### src/rtl/zol_pkg.sv
package zol_pkg;
  typedef enum logic [1:0] {
    ICLS_ANY  = 2'd0,
    ICLS_SOME = 2'd1,
    ICLS_HOLD = 2'd2
  } iclass_e;

  typedef enum logic [1:0] {
    SEL_START = 2'd0,
    SEL_END   = 2'd1,
    SEL_COUNT = 2'd2,
    SEL_NONE  = 2'd3
  } wsel_e;
endpackage

### src/rtl/zol_regs.sv
module zol_regs
  import zol_pkg::*;
#(
  parameter int ADDR_W = 32,
  parameter int RC_W   = 8
) (
  input  logic              clk_i,
  input  logic              rst_ni,
  input  logic              wr_en_i,
  input  logic [1:0]        wr_sel_i,
  input  logic [ADDR_W-1:0] wr_data_i,
  input  logic              pass_i,
  output logic [ADDR_W-1:0] rs_o,
  output logic [ADDR_W-1:0] re_o,
  output logic [RC_W-1:0]   rc_o
);
  logic wr_rc;
  assign wr_rc = wr_en_i && (wr_sel_i == SEL_COUNT);

  always_ff @(posedge clk_i or negedge rst_ni) begin
    if (!rst_ni) begin
      rs_o <= '0;
      re_o <= '0;
    end else if (wr_en_i) begin
      if (wr_sel_i == SEL_START) rs_o <= wr_data_i;
      if (wr_sel_i == SEL_END)   re_o <= wr_data_i;
    end
  end

  // write beats the loop-back decrement
  always_ff @(posedge clk_i or negedge rst_ni) begin
    if (!rst_ni)     rc_o <= '0;
    else if (wr_rc)  rc_o <= wr_data_i[RC_W-1:0];
    else if (pass_i) rc_o <= rc_o - 1'b1;
  end

  AST_RC_DEC_ON_PASS: assert property (@(posedge clk_i) disable iff (!rst_ni)
    (pass_i && !wr_rc) |=> (rc_o == RC_W'($past(rc_o) - 1'b1)));
  AST_RC_WRITE_WINS: assert property (@(posedge clk_i) disable iff (!rst_ni)
    wr_rc |=> (rc_o == $past(wr_data_i[RC_W-1:0])));
  AST_RC_HOLD: assert property (@(posedge clk_i) disable iff (!rst_ni)
    (!pass_i && !wr_rc) |=> $stable(rc_o));
endmodule

### src/rtl/zol_bounds.sv
module zol_bounds #(
  parameter int ADDR_W = 32,
  parameter int LEN_W  = 3
) (
  input  logic [ADDR_W-1:0] rs_i,
  input  logic [ADDR_W-1:0] re_i,
  input  logic [LEN_W-1:0]  len_i,
  output logic [ADDR_W-1:0] top_o,
  output logic [ADDR_W-1:0] bot_o
);
  localparam logic [ADDR_W-1:0] STEP = ADDR_W'(2);

  logic short_loop;
  assign short_loop = (len_i < LEN_W'(4));

  always_comb begin
    top_o = short_loop ? (re_i - STEP) : rs_i;
    if (len_i <= LEN_W'(1))      bot_o = re_i - STEP;
    else if (len_i == LEN_W'(2)) bot_o = re_i;
    else                         bot_o = re_i + STEP;
  end
endmodule

### src/rtl/zol_class.sv
module zol_class
  import zol_pkg::*;
#(
  parameter int ADDR_W = 32,
  parameter int LEN_W  = 3
) (
  input  logic              clk_i,
  input  logic              rst_ni,
  input  logic [ADDR_W-1:0] pc_i,
  input  logic [ADDR_W-1:0] top_i,
  input  logic [ADDR_W-1:0] bot_i,
  input  logic [LEN_W-1:0]  len_i,
  input  logic              active_i,
  input  logic              irq_req_i,
  input  logic              irq_hi_i,
  output iclass_e           cls_o,
  output logic              accept_o
);
  localparam logic [ADDR_W-1:0] W2 = ADDR_W'(2);
  localparam logic [ADDR_W-1:0] W4 = ADDR_W'(4);
  localparam logic [ADDR_W-1:0] W6 = ADDR_W'(6);

  logic [ADDR_W-1:0] some_addr;
  logic              hold_hit;

  always_comb begin
    if (len_i >= LEN_W'(5)) begin
      some_addr = bot_i - W6;
      hold_hit  = (pc_i == bot_i - W4) || (pc_i == bot_i - W2) || (pc_i == bot_i);
    end else if (len_i == LEN_W'(4)) begin
      some_addr = top_i - W2;
      hold_hit  = (pc_i == top_i) || (pc_i == top_i + W2) || (pc_i == top_i + W4);
    end else begin
      some_addr = top_i - W2;
      hold_hit  = (pc_i == top_i) || (pc_i == top_i + W2);
    end
  end

  always_comb begin
    cls_o = ICLS_ANY;
    if (active_i) begin
      if (hold_hit)               cls_o = ICLS_HOLD;
      else if (pc_i == some_addr) cls_o = ICLS_SOME;
    end
  end

  assign accept_o = irq_req_i &&
                    ((cls_o == ICLS_ANY) || ((cls_o == ICLS_SOME) && irq_hi_i));

  AST_IDLE_ANY: assert property (@(posedge clk_i) disable iff (!rst_ni)
    !active_i |-> (cls_o == ICLS_ANY));
  AST_NO_REQ_NO_ACCEPT: assert property (@(posedge clk_i) disable iff (!rst_ni)
    !irq_req_i |-> !accept_o);
endmodule

### src/rtl/zol_ctrl.sv
module zol_ctrl
  import zol_pkg::*;
#(
  parameter int ADDR_W = 32,
  parameter int RC_W   = 8,
  parameter int LEN_W  = 3
) (
  input  logic              clk_i,
  input  logic              rst_ni,
  input  logic              valid_i,
  input  logic [ADDR_W-1:0] pc_i,
  input  logic [LEN_W-1:0]  len_i,
  input  logic              wr_en_i,
  input  logic [1:0]        wr_sel_i,
  input  logic [ADDR_W-1:0] wr_data_i,
  input  logic              irq_req_i,
  input  logic              irq_hi_i,
  output logic              redirect_o,
  output logic [ADDR_W-1:0] redirect_addr_o,
  output logic [RC_W-1:0]   rc_o,
  output logic [1:0]        iclass_o,
  output logic              irq_accept_o
);
  logic [ADDR_W-1:0] rs_q, re_q, top, bot;
  logic              at_bot, pass, active;
  iclass_e           cls;

  zol_regs #(.ADDR_W(ADDR_W), .RC_W(RC_W)) u_regs (
    .clk_i, .rst_ni, .wr_en_i, .wr_sel_i, .wr_data_i,
    .pass_i(pass), .rs_o(rs_q), .re_o(re_q), .rc_o(rc_o)
  );

  zol_bounds #(.ADDR_W(ADDR_W), .LEN_W(LEN_W)) u_bounds (
    .rs_i(rs_q), .re_i(re_q), .len_i(len_i), .top_o(top), .bot_o(bot)
  );

  assign active = (rc_o > RC_W'(1));
  assign at_bot = valid_i && (pc_i == bot);
  assign pass   = at_bot && (rc_o != '0);

  zol_class #(.ADDR_W(ADDR_W), .LEN_W(LEN_W)) u_class (
    .clk_i, .rst_ni, .pc_i, .top_i(top), .bot_i(bot), .len_i(len_i),
    .active_i(active), .irq_req_i, .irq_hi_i, .cls_o(cls), .accept_o(irq_accept_o)
  );

  assign redirect_o      = at_bot && active;
  assign redirect_addr_o = top;
  assign iclass_o        = cls;

  AST_LAST_PASS_FALLS: assert property (@(posedge clk_i) disable iff (!rst_ni)
    (pass && !redirect_o && !wr_en_i) |=> (rc_o == '0));
  AST_REDIR_LEAVES_COUNT: assert property (@(posedge clk_i) disable iff (!rst_ni)
    (redirect_o && !wr_en_i) |=> (rc_o != '0));
  AST_REDIR_NOT_ANY_AT_END: assert property (@(posedge clk_i) disable iff (!rst_ni)
    (redirect_o && len_i >= LEN_W'(5)) |-> (iclass_o == 2'd2));
endmodule

### config.mk
export PLATFORM = sky130hd
export DESIGN_NAME = zol_ctrl
export DESIGN_NICKNAME = d
export VERILOG_FILES = /design/src/rtl/zol_pkg.sv /design/src/rtl/zol_regs.sv /design/src/rtl/zol_bounds.sv /design/src/rtl/zol_class.sv /design/src/rtl/zol_ctrl.sv
export SDC_FILE = /design/constraint.sdc
export NUM_CORES = 1
export LEC_CHECK = 0
export BUFFER_PORTS_ARGS = -buffer_cell sky130_fd_sc_hd__buf_4
export CORE_MARGIN = 3
export CORE_UTILIZATION = 56
export CTS_CLUSTER_SIZE = 8
export DETAILED_ROUTE_END_ITERATION = 12
export PLACE_DENSITY = 0.85
export SLEW_MARGIN = 40
export SYNTH_ARGS = -nofsm -noshare
export SYNTH_HDL_FRONTEND = slang
export SYNTH_SLANG_ARGS = --single-unit
### constraint.sdc
create_clock -name clk_i -period 5.2 [get_ports clk_i]
set_clock_uncertainty 0.2 [all_clocks]
set_input_delay 0.26 -clock clk_i [delete_from_list [all_inputs] [get_ports clk_i]]
set_output_delay 0.26 -clock clk_i [all_outputs]
set_load 0.02 [all_outputs]
==> reports/qor.txt <==
Worst slack, placed -> 7.02 ps
Routability cong. -> 1.05
Die span in x -> 149 um
Critical path startpoint -> u_regs.re_o[6]$_DFFE_PN0P_
Post-Layout Inst Area -> 0.0149 sq mm
Ys Warns -> 0
DR DRC count -> 0
DIE AREA -> 0.0221 sq mm
Fmax -> 0.182 GHz
Hold Path Origin -> wr_data_i[4]
Clk pwr share -> 0.145
Reg-to-reg slack, setup -> -280 ps
CP startpoint kind -> flop
Cells after synthesis -> 1,526
Worst reg-to-reg path cell count -> 16
Total Wirelength -> 50.4 mm
PD cells -> 288 mW/mm^2
Drt via density -> 6.93
Status -> complete, but fails checks
Top cell type by total area after synthesis -> dfrtp_1
Overflow after GRT -> 0
R2R Path Start -> u_regs.re_o[7]$_DFFE_PN0P_
DR vias -> 14,400
First-pass GRT wire length -> 75.5 mm
Synth cell types -> 100
Max Cap Violations -> 0
Worst relative slew slack -> 0.491
Final Hold Viols -> 0
Multi-input logic area -> 0.00939 sq mm
R2R Path End -> u_regs.rc_o[5]$_DFFE_PN0P_
GR Util All Layers -> 0.432
Vias in the first global route -> 13,500
Drt wl/cell -> 24.3 um
Top post-synthesis cells by area -> dfrtp_1 16%, xnor2_1 11%, mux2_2 6.6%
Synth Flop Type -> dfrtp_1
Hpwl dp -> 37.9 mm
Syn Area/Cell -> 7.49 sq um
# rows -> 51
Max Root-Sink Buffers -> 2
H-tree depth -> 3
Crit path DAT -> 5050 ps
TritonCTS clock tree -> done
Routed Antenna Nets -> 0
# setup viols final -> 5
Area Growth Syn to Fin -> 30.2%
Static leakage -> 5.70 nW
Flip-flop and latch area -> 0.00180 sq mm
Max-slew violations -> 0
Ports -> 119
Hold slack -> 9.11 ps
Async SR Flop Fraction -> 1.00
1st-iter DRT viols -> 2,067
Synth Net Count -> 1,614
EDFF count, synth -> 0
Mapped cell area -> 0.0114 sq mm
Placed cell areas -> 0.0139 sq mm
Nets -> 1,899
Net Sw Frac -> 0.486
Tmin final -> 5510 ps
Combinational power share -> 0.661
Pwr Total -> 4.28 mW
TritonCTS Buffers -> 9
Worst Setup End Kind -> primary output
TritonRoute pass-1 iters -> 8
CP Class -> flop to primary output
Internal power -> 2.20 mW
Worst setup margin -> -305 ps
Crit path max fanout -> 10
Yosys top cell area share -> 0.158
Sequential share of the synthesized area -> 0.158
Flops & latches, synth -> 72
Worst EP required -> 4740 ps
Largest net degree at the start of global routing -> 73
Hold Crit Class -> input port to flop
CP endpoint -> irq_accept_o
Fill cell count -> 1,522
Reg power frac -> 0.194
Initial antenna violation count -> 1
Clk_lat worst skew -> 340 ps
RSZ-0062 raised after global routing -> yes
Clock transition at path regs -> 60 ps
Setup TNS Final -> -1020 ps
Share of layout cells above drive strength 1 -> 0.289
Period utilisation layout -> 1.06
# diodes -> 0
Worst-Margin Slew -> 764 ps
Initial Util -> 0.577
Net switching power -> 2.08 mW
Clock tree sinks -> 72
Failing checks -> negative setup slack
PortBufs -> 118
Die height -> 149 um
Total core area -> 0.0198 sq mm
Clock root buffer master -> clkbuf_16
Worst vdd ir -> 0.308 mV
## worst min path at each step
| stage | end | slack, ps | cells after the start |
|---|---|---|---|
| floorplan | u_regs.rc_o[0]$_DFFE_PN0P_ | -240 | 0 |
| global placement | u_regs.re_o[25]$_DFFE_PN0P_ | 220 | 1 |
| detailed placement | u_regs.rs_o[24]$_DFFE_PN0P_ | 100 | 1 |
| CTS | u_regs.rs_o[4]$_DFFE_PN0P_ | 0.7 | 2 |
| global route | u_regs.rs_o[4]$_DFFE_PN0P_ | 4 | 2 |
| finish | u_regs.rs_o[4]$_DFFE_PN0P_ | 9 | 2 |
## per-stage QoR
step | utilization | cells
final | 0.752 | 2080
after global routing | 0.752 | 2080
after CTS | 0.743 | 2078
after detailed placement | 0.705 | 2028
after global placement | 0.704 | 2028
after floorplan | - | 1526
## sequential cells by signal, summed over array words and instances, names as in the netlist
signal,flops
u_regs.re_o,32
u_regs.rc_o,8
u_regs.rs_o,32
## cell usage after synthesis (all sizes together), types with 8 or more instances
library cell,number
o31ai,22
inv,46
mux2,67
o21ai,59
ha,13
o211ai,18
a31oi,18
a211oi,20
o31a,11
clkbuf,72
xnor2,137
or4,23
or3,29
and3,24
mux2i,13
xor2,70
or2,14
a21oi,56
and2,19
o21a,10
dfrtp,72
nor3,86
nor2b,14
and4,10
nor3b,11
a2111oi,11
buf,25
nand4,59
nand3b,8
nor4,52
nor2,127
nand2,97
nand2b,20
a32oi,9
nand3,61
nor4b,11
## metal layers
layer  vias up  wire (um)  track usage
met5         -         39            0
met4         2       3350        0.202
met3       271       5850       0.0605
met2      1133      22600        0.706
met1      6700      18600        0.568
li1       6306          -            -
## layout by cell type (no fill, tap or decap), drive strengths merged, types with 14 or more instances in the layout
| cell type | count |
|---|---|
| and2 | 19 |
| dfrtp | 72 |
| dlygate4sd3 | 31 |
| xnor2 | 137 |
| nor2b | 14 |
| nand2 | 97 |
| or2 | 14 |
| mux2 | 67 |
| a31oi | 18 |
| and3 | 24 |
| nor2 | 127 |
| buf | 340 |
| o31ai | 22 |
| nand4 | 59 |
| nand3 | 61 |
| nor3 | 86 |
| inv | 47 |
| or4 | 23 |
| nor4 | 52 |
| a21oi | 56 |
| o211ai | 18 |
| or3 | 29 |
| o21ai | 59 |
| a211oi | 20 |
| nand2b | 20 |
| xor2 | 70 |
## critical path, stage by stage (launching register included)
cell and delay, ps:
dfrtp_1 420, buf_4 220, or4_4 560, or2_1 320, nor4b_2 310, nor3_1 150
nor4_2 270, nand2_1 180, or4_1 500, a2111o_1 430, or4b_4 500, a2111oi_4 240
a21oi_2 120, a211oi_2 240, a311oi_2 60, buf_4 170
## power groups by stage
stage / registers (mW) / logic [mW] / clock network (mW)
after floorplan: 0.750 / 1.64 / 0
after global placement: 0.801 / 2.58 / 0
after detailed placement: 0.812 / 2.62 / 0
after CTS: 0.806 / 2.68 / 0.598
after global routing: 0.836 / 2.99 / 0.638
final: 0.832 / 2.83 / 0.620
## what timing repair did
action	CTS	global route
hold buffers	31	0
cloned	0	0
gates resized for setup	25	28
setup buffers	4	2
endpoints found under the setup margin	4	7
hold endpoints to repair	125	0
pin swaps	2	3
## cells by family after synthesis
group                      Yosys count  share of synthesized area
and+or+nand+nor                    683                      0.331
muxes                               80                     0.0774
buffers and inverters              146                     0.0513
AOI/OAI and AO/OA                  320                      0.200
xor gates and xnor gates           212                      0.169
adders and majority gates           13                     0.0142
DFF                                 72                      0.158
## cell type report
cell class | instances | area share
multi-input cells | 1308 | 0.631
repair buffers | 371 | 0.193
flip-flops and latches | 72 | 0.121
well taps | 265 | 0.0223
clock buffers | 12 | 0.0179
inverters | 49 | 0.0127
clock inverters | 3 | 0.00168
Note: power is estimated with default switching activity, not from simulation.
